===== config.mk =====
export PLATFORM = sky130hd
export DESIGN_NAME = tmr8_shared_psc
export DESIGN_NICKNAME = d
export VERILOG_FILES = /design/src/rtl/tmr8_pkg.sv /design/src/rtl/tmr8_phase_gen.sv /design/src/rtl/tmr8_pin_sync.sv /design/src/rtl/tmr8_prescaler.sv /design/src/rtl/tmr8_shared_psc.sv
export SDC_FILE = /design/constraint.sdc
export NUM_CORES = 1
export LEC_CHECK = 0
export ABC_AREA = 1
export BUFFER_PORTS_ARGS = -buffer_cell sky130_fd_sc_hd__buf_2
export CAP_MARGIN = 15
export CORE_ASPECT_RATIO = 0.9
export CORE_MARGIN = 1
export CORE_UTILIZATION = 30
export CTS_CLUSTER_DIAMETER = 50
export DETAILED_ROUTE_END_ITERATION = 10
export GPL_ROUTABILITY_DRIVEN = 1
export GPL_TIMING_DRIVEN = 0
export PLACE_DENSITY_LB_ADDON = 0.15
export SETUP_SLACK_MARGIN = 0.05
export SLEW_MARGIN = 40
export SYNTH_ARGS = -nofsm -noshare
export SYNTH_HDL_FRONTEND = slang
export SYNTH_SLANG_ARGS = --single-unit

===== constraint.sdc =====
create_clock -name clk -period 1.5 [get_ports clk]
set_clock_uncertainty 0.1 [all_clocks]
set_input_delay 0.225 -clock clk [delete_from_list [all_inputs] [get_ports clk]]
set_output_delay 0.225 -clock clk [all_outputs]
set_load 0.03 [all_outputs]

===== src/rtl/tmr8_pkg.sv =====
`timescale 1ns/1ps
package tmr8_pkg;

    // Four-phase sequencer that produces the instruction-cycle pulse
    typedef enum logic [1:0] {
        PH_Q1 = 2'd0,
        PH_Q2 = 2'd1,
        PH_Q3 = 2'd2,
        PH_Q4 = 2'd3
    } phase_e;

    // Increment hold after a counter load
    typedef enum logic [1:0] {
        HOLD_RUN = 2'd0,
        HOLD_A   = 2'd1,
        HOLD_B   = 2'd2
    } hold_e;

endpackage


===== src/rtl/tmr8_phase_gen.sv =====
`timescale 1ns/1ps
module tmr8_phase_gen
    import tmr8_pkg::*;
(
    input  logic clk,
    input  logic rst_n,
    output logic cyc_en
);

    phase_e state_q, state_d;

    always_ff @(posedge clk) begin
        if (!rst_n) state_q <= PH_Q1;
        else        state_q <= state_d;
    end

    always_comb begin
        state_d = state_q;
        unique case (state_q)
            PH_Q1: state_d = PH_Q2;
            PH_Q2: state_d = PH_Q3;
            PH_Q3: state_d = PH_Q4;
            PH_Q4: state_d = PH_Q1;
        endcase
    end

    always_comb begin
        cyc_en = (state_q == PH_Q4);
    end

endmodule


===== src/rtl/tmr8_pin_sync.sv =====
`timescale 1ns/1ps
module tmr8_pin_sync #(
    parameter int STAGES = 2
) (
    input  logic clk,
    input  logic rst_n,
    input  logic pin,
    input  logic sel_fall,
    output logic evt
);

    logic [STAGES-1:0] chain_q;
    logic              prev_q;

    always_ff @(posedge clk) begin
        if (!rst_n) chain_q[0] <= 1'b0;
        else        chain_q[0] <= pin;
    end

    for (genvar g = 1; g < STAGES; g++) begin : g_stage
        always_ff @(posedge clk) begin
            if (!rst_n) chain_q[g] <= 1'b0;
            else        chain_q[g] <= chain_q[g-1];
        end
    end

    always_ff @(posedge clk) begin
        if (!rst_n) prev_q <= 1'b0;
        else        prev_q <= chain_q[STAGES-1];
    end

    always_comb begin
        if (sel_fall) evt = !chain_q[STAGES-1] &&  prev_q;
        else          evt =  chain_q[STAGES-1] && !prev_q;
    end

endmodule


===== src/rtl/tmr8_prescaler.sv =====
`timescale 1ns/1ps
module tmr8_prescaler #(
    parameter int RATE_W = 3
) (
    input  logic              clk,
    input  logic              rst_n,
    input  logic              clr,
    input  logic              in_evt,
    input  logic              to_wdog,
    input  logic [RATE_W-1:0] rate,
    output logic              tick
);

    localparam int PSC_W = 1 << RATE_W;

    logic [PSC_W-1:0] div_q;
    logic [PSC_W-1:0] mask;

    always_comb begin
        for (int i = 0; i < PSC_W; i++) begin
            if (to_wdog) mask[i] = (i <  int'(rate));
            else         mask[i] = (i <= int'(rate));
        end
    end

    always_ff @(posedge clk) begin
        if (!rst_n)      div_q <= '0;
        else if (clr)    div_q <= '0;
        else if (in_evt) div_q <= div_q + 1'b1;
    end

    always_comb begin
        tick = in_evt && ((div_q & mask) == mask);
    end

endmodule


===== src/rtl/tmr8_shared_psc.sv =====
`timescale 1ns/1ps
module tmr8_shared_psc
    import tmr8_pkg::*;
#(
    parameter int CNT_W       = 8,
    parameter int RATE_W      = 3,
    parameter int SYNC_STAGES = 2
) (
    input  logic              clk,
    input  logic              rst_n,
    input  logic              sel_ext_src,
    input  logic              sel_fall_edge,
    input  logic              psc_to_wdog,
    input  logic [RATE_W-1:0] psc_rate,
    input  logic              t_pin,
    input  logic              load_en,
    input  logic [CNT_W-1:0]  load_val,
    input  logic              flag_clr,
    output logic [CNT_W-1:0]  tmr_value,
    output logic              wrap_flag,
    output logic              wdog_tick
);

    localparam logic [CNT_W-1:0] CNT_MAX = '1;

    logic  cyc_en, ext_evt, src_evt, psc_in, psc_tick, inc;
    hold_e hold_q, hold_d;
    logic [CNT_W-1:0] cnt_q;
    logic             flag_q;

    tmr8_phase_gen u_phase (
        .clk    (clk),
        .rst_n  (rst_n),
        .cyc_en (cyc_en)
    );

    tmr8_pin_sync #(.STAGES(SYNC_STAGES)) u_sync (
        .clk      (clk),
        .rst_n    (rst_n),
        .pin      (t_pin),
        .sel_fall (sel_fall_edge),
        .evt      (ext_evt)
    );

    tmr8_prescaler #(.RATE_W(RATE_W)) u_psc (
        .clk     (clk),
        .rst_n   (rst_n),
        .clr     (load_en),
        .in_evt  (psc_in),
        .to_wdog (psc_to_wdog),
        .rate    (psc_rate),
        .tick    (psc_tick)
    );

    // Hold machine: state register
    always_ff @(posedge clk) begin
        if (!rst_n) hold_q <= HOLD_RUN;
        else        hold_q <= hold_d;
    end

    // Hold machine: transitions
    always_comb begin
        hold_d = hold_q;
        if (load_en) begin
            hold_d = HOLD_A;
        end else begin
            unique case (hold_q)
                HOLD_RUN: hold_d = HOLD_RUN;
                HOLD_A:   if (cyc_en) hold_d = HOLD_B;
                HOLD_B:   if (cyc_en) hold_d = HOLD_RUN;
                default:  hold_d = HOLD_RUN;
            endcase
        end
    end

    // Event routing and increment decision
    always_comb begin
        src_evt   = sel_ext_src ? ext_evt : cyc_en;
        psc_in    = psc_to_wdog ? cyc_en : (src_evt && (hold_q == HOLD_RUN));
        inc       = !load_en && (hold_q == HOLD_RUN) &&
                    (psc_to_wdog ? src_evt : psc_tick);
        wdog_tick = psc_to_wdog ? psc_tick : cyc_en;
    end

    always_ff @(posedge clk) begin
        if (!rst_n)       cnt_q <= '0;
        else if (load_en) cnt_q <= load_val;
        else if (inc)     cnt_q <= cnt_q + 1'b1;
    end

    always_ff @(posedge clk) begin
        if (!rst_n)                        flag_q <= 1'b0;
        else if (inc && cnt_q == CNT_MAX)  flag_q <= 1'b1;
        else if (flag_clr)                 flag_q <= 1'b0;
    end

    always_comb begin
        tmr_value = cnt_q;
        wrap_flag = flag_q;
    end

endmodule


# Yosys cells after proc, flatten, opt, wreduce, memory -nomap -nowiden

Index checks and enable logic that the tools add are counted.

Add/sub/neg operators: 2
$lt $le $gt $ge: 14
Eq/ne operators: 11
Muxes and demuxes: 22
Bitwise gates (word level): 2
Reductions and logical operators: 17

Operators by type and width:

| kind                                                                   | number |
|---|---|
| 8-bit by 1-bit adder with 8-bit output (second input constant)         | 2 |
| 1-bit 2-to-1 mux                                                       | 16 |
| 8-bit 2-to-1 mux                                                       | 2 |
| 3-bit <= comparator (first input constant)                             | 4 |
| 3-bit < comparator (first input constant)                              | 3 |
| 8-bit AND                                                              | 1 |
| 8-bit equality test                                                    | 1 |
| 8-bit equality test (second input constant)                            | 1 |
| 2-bit case mux with 4 select lines                                     | 1 |
| 1-bit logical AND                                                      | 7 |
| 2-bit equality test (second input constant)                            | 3 |
| 2-bit by 3-bit <= comparator with 1-bit output (first input constant)  | 2 |
| 1-bit by 3-bit < comparator with 1-bit output (first input constant)   | 2 |
| 2-bit by 3-bit < comparator with 1-bit output (first input constant)   | 2 |
| 3-bit inequality test (second input constant)                          | 2 |
| 2-bit by 1-bit equality test with 1-bit output (second input constant) | 2 |
| 2-bit logical NOT                                                      | 2 |
| 2-bit 2-to-1 mux                                                       | 2 |
| 2-bit inequality test (second input constant)                          | 2 |
| 2-bit case mux with 2 select lines                                     | 1 |
| 2-bit AND reduction                                                    | 2 |
| 2-bit nonzero test                                                     | 2 |
| 1-bit by 3-bit <= comparator with 1-bit output (first input constant)  | 1 |
| 1-bit logical NOT                                                      | 3 |
| 2 further kinds                                                        | 2 |

Bits in registers: 24
Input port bits: 19
Logic and storage cells: 77

# Depth between registers and ports, before layout

Depth in word-level cells: 11
Mapped depth: 13

# Cells and area by module

Synthesis repeated with hierarchy kept, for this count alone.

Cells, all modules: 234
Area, all modules: 1463.9 µm²

By module, submodules not included:

| module          | instances | cells an instance | area an instance (µm²) | sequential area each (µm²) |
|---|---|---|---|---|
| tmr8_shared_psc | 1         | 126               | 755.7                  | 220.2 |
| tmr8_prescaler  | 1         | 81                | 496.7                  | 160.2 |
| tmr8_pin_sync   | 1         | 15                | 107.6                  | 60.1 |
| tmr8_phase_gen  | 1         | 12                | 103.8                  | 40.0 |

# Worst setup path before layout

OpenSTA, ideal clock, no wires.

Path kind: flip-flop to flip-flop
Start: reg cnt_q[0], in the netlist tmr_value[0]
End: reg cnt_q[6], in the netlist tmr_value[6]
Setup time: 0.072 ns
Arrival time: 1.467 ns
Data required time: 1.328 ns
Slack: -0.139 ns
Stages on the path, launching flop included: 8
Path buffers: 0
Clock period less this slack: 1.639 ns
Path through: dfxtp_1 -> ha_1 -> nand3_1 -> nor2_1 -> a21oi_1 -> o31ai_1 -> nand2_1 -> a21oi_1

Cells in the longest elaborated chain, start to end: 3

RTL lines:

| element                                | RTL line              | text |
|---|---|---|
| from (decl)                            | tmr8_shared_psc.sv:28 | `logic [CNT_W-1:0] cnt_q;` |
| from (signal assigned)                 | tmr8_shared_psc.sv:87 | `else if (load_en) cnt_q <= load_val;` |
| from (signal assigned)                 | tmr8_shared_psc.sv:88 | `else if (inc) cnt_q <= cnt_q + 1'b1;` |
| 8-bit by 1-bit adder with 8-bit output | tmr8_shared_psc.sv:88 |  |
| 8-bit 2-to-1 mux                       | tmr8_shared_psc.sv:88 |  |
| 8-bit 2-to-1 mux                       | tmr8_shared_psc.sv:87 |  |

No other way between the ends. The select of a mux whose other input is x is not followed.
A chain may end at the register's enable or synchronous reset.

# Worst setup path in the final report

Start: reg u_psc.div_q[0]
End: out wdog_tick

Cells in the longest elaborated chain, start to end: 4

RTL lines:

| element                | RTL line              | text |
|---|---|---|
| from (decl)            | tmr8_prescaler.sv:16  | `logic [PSC_W-1:0] div_q;` |
| from (signal assigned) | tmr8_prescaler.sv:29  | `else if (in_evt) div_q <= div_q + 1'b1;` |
| 8-bit AND              | tmr8_prescaler.sv:33  | `tick = in_evt && ((div_q & mask) == mask);` |
| 8-bit equality test    | tmr8_prescaler.sv:33  |  |
| 1-bit logical AND      | tmr8_prescaler.sv:33  |  |
| 1-bit 2-to-1 mux       | tmr8_shared_psc.sv:82 | `wdog_tick = psc_to_wdog ? psc_tick : cyc_en;` |
| to (decl)              | tmr8_shared_psc.sv:21 | `output logic wdog_tick` |

No other way between the ends.

==> impl_metrics.json <==
{
  "core.rowCount": 22,
  "drtPass1Iterations": 4,
  "slowest_delay_ns": 0.41,
  "p_per_area_nw_per_um2": 824.5,
  "stdcell_area_um2": 1942,
  "setup_viol": 14,
  "pwr-share-seq_pct": 45.2,
  "overflow": 0,
  "antenna_left": 0,
  "path_delay_family": "flip-flops",
  "status": "complete, but fails checks",
  "root_buffer": "clkbuf_8",
  "path_depth": 7,
  "path_cells": "inv_1 -> nand2_1 -> nand2_1 -> nor2_2 -> nand2_1 -> a21oi_2 -> buf_6",
  "fin_crit_ns": 1.646,
  "violations": "setup timing",
  "r2r-end": "u_psc.div_q[3]",
  "area_growth_pct": 41.86,
  "syn_avg_cell_area_um2": 6.677,
  "cpMaxStageDelayCell": "dfxtp_1",
  "end_kind": "output port",
  "drc_errors": 0,
  "path_buf_inv": 2,
  "period_share_pct": 109.7,
  "hold_path_class": "in2reg",
  "p_clk_share_pct": 28.4,
  "dp_worst_setup_slack_ns": -0.2904,
  "post-route-util_pct": 46.11,
  "drtIter0Drc": 67,
  "power_frac_comb_pct": 26.4,
  "htree_levels": 1,
  "synth_cell_types": 27,
  "critPathLaunchType": "flip-flop",
  "dp_hpwl_um": 2299,
  "max_freq_mhz": 607.7,
  "clock_sinks": 24,
  "min_path_cells": 3,
  "die_w_um": 73.20,
  "yosysTopAreaCell": "dfxtp_1",
  "globalplace.congestion": 0.7669,
  "power.total_w": 0.001601,
  "io_pins": 29,
  "ys_warn_count": 0,
  "slew_headroom_pct": 71.33,
  "track_usage_pct": 14.91,
  "worstMarginPinSlew_ns": 0.4296,
  "port_buffers": 27,
  "finalMaxSlewViolations": 0,
  "synth_seq_cells": 24,
  "syn-num-nets": 229,
  "fin_setup_tns_ns": -0.5440,
  "start_util_pct": 32.50,
  "vias_per_cell": 4.440,
  "r2r.worst_path.cells": 10,
  "clockBufferDepth": 2,
  "fp.dieArea_um2": 4837,
  "synth_cells": 205,
  "place_area_um2": 1612,
  "crit_type": "reg2out",
  "grt_pass1_vias": 1201,
  "grt_max_degree": 14,
  "required_ns": 1.17,
  "finalHoldViolations": 0,
  "switching_share_pct": 31.41,
  "synth_top_area_share_pct": 35.10,
  "leakage_nw": 0.8707,
  "p_int_w": 0.001098,
  "hold_path_end": "u_sync.chain_q[0]",
  "cp_data_arrival_time_ns": 1.32,
  "vias": 1372,
  "drt_wl_total_um": 3262,
  "die_h_um": 66.08,
  "cts_made_buffers": 3,
  "fin_nets": 274,
  "antenna_found_initial": 0,
  "clock_latency_ns": 0.27,
  "maxCapViolations": 0,
  "cts_tree": "built",
  "r2r_slack_ns": -0.05,
  "clkTransAtPathRegs_ns": 0.08,
  "crit_top_cell": "nand2_1",
  "core_area_um2": 4212,
  "wl_per_cell_um": 10.56,
  "grt_pass1_wl_um": 5506,
  "reg2reg_from": "u_phase.state_q[1]",
  "synth_area_um2": 1369,
  "setup_ws_ns": -0.1455,
  "hold_path_startpoint": "t_pin",
  "rsz0062_at_grt": "true",
  "synth_area_leaders": "dfxtp_1, nand2_1, nand3_1",
  "seq_area_frac_synth_pct": 35.10,
  "crit_fanout": 5,
  "net-switching-power_w": 0.0005029,
  "drive_above_1_share_pct": 37.75,
  "vdd_drop_max_uv": 754.5,
  "diodes": 0
}
[cell usage in the layout, fill, tap and decap left out, drive strengths merged]
| cell type | instances |
|---|---|
| a21oi | 17 |
| and3 | 1 |
| buf | 40 |
| clkbuf | 4 |
| clkinv | 1 |
| dfxtp | 24 |
| ha | 5 |
| inv | 31 |
| mux2i | 1 |
| nand2 | 51 |
| nand3 | 23 |
| nand3b | 1 |
| nand4 | 2 |
| nor2 | 28 |
| nor3 | 2 |
| o21ai | 9 |
| o31ai | 1 |
| or2 | 2 |
| xnor2 | 1 |
| xor2 | 5 |
[synth_stat cells, drive strengths merged]
cell	number
xnor2	1
nor2	28
or2	2
buf	2
nor3	2
a21oi	17
nand4	2
nand2	49
o31ai	1
nand3b	1
o21ai	9
mux2i	1
nand3	23
and3	1
xor2	5
ha	5
clkinv	1
inv	31
dfxtp	24
[metrics by stage]
stage	hold slack, ns	cells
after floorplan	0.2226	205
final	0.03364	309
after global placement	0.2990	292
after global routing	0.03443	309
after detailed placement	0.3029	292
after CTS	0.02621	305
[flip-flops by register name (all words and copies together), names as in the netlist]
name,count
u_sync.prev_q,1
hold_q,2
u_phase.state_q,2
wrap_flag,1
u_psc.div_q,8
tmr_value,8
u_sync.chain_q,2
[tightest hold or removal path, delay by kind of cell]
kind / cells / cell delay [ns]
buffers and inverters: 2 / 0.11
and+or+nand+nor: 1 / 0.04
[repair_timing]
action | 4_1_cts | 5_1_grt
hold endpoints to repair | 0 | 0
pin swaps | 5 | 15
setup buffers | 7 | 4
gates resized for setup | 30 | 24
hold buffers | 0 | 0
cloned | 2 | 0
endpoints found under the setup margin | 17 | 18
[routing by layer]
layer,GRT usage [%],share of wire [%],vias up
li1,-,-,749
met1,19.76,51,601
met2,23.61,43,20
met3,4.268,4.6,2
met4,3.676,0.77,0
met5,0,0,-
[cell type report]
| type | count | area, um^2 |
|---|---|---|
| fillers | 436 | 2270 |
| multi-input cells | 149 | 935.9 |
| flip-flops and latches | 24 | 495.5 |
| repair buffers | 38 | 239.0 |
| inverters | 32 | 125.1 |
| well taps | 60 | 75.07 |
| clock buffers | 4 | 55.05 |
| plain buffers | 2 | 16.27 |
[power groups by stage]
stage          clock [W]  combinational, W  sequential, W
5_1_grt         0.000505          0.000475       0.000730
4_1_cts         0.000474          0.000378       0.000724
3_5_place_dp           0          0.000305       0.000742
6_report        0.000454          0.000423       0.000724
3_3_place_gp           0          0.000305       0.000742
2_1_floorplan          0          0.000192       0.000767
[cell families (layout without fill, tap and decap cells)]
| family | after synthesis | after routing | synth area share, % |
|---|---|---|---|
| and+or+nand+nor | 108 | 110 | 35.74 |
| AOI/OAI and AO/OA | 27 | 27 | 10.05 |
| buffers and inverters | 34 | 76 | 9.963 |
| adders and majority gates | 5 | 5 | 4.570 |
| muxes | 1 | 1 | 0.7313 |
| DFF | 24 | 24 | 35.10 |
| xor gates and xnor gates | 6 | 6 | 3.839 |
[how the worst max path moves through the flow]
| stage | startpoint | end | slack [ns] |
|---|---|---|---|
| floorplan | u_phase.state_q[1] | u_psc.div_q[5] | 0.002 |
| global placement | rst_n | tmr_value[2] | -0.32 |
| detailed placement | rst_n | tmr_value[2] | -0.29 |
| CTS | u_psc.div_q[2] | wdog_tick | -0.17 |
| global route | u_psc.div_q[1] | wdog_tick | -0.28 |
| finish | u_psc.div_q[0] | wdog_tick | -0.15 |
(Power assumes the default switching activity.)
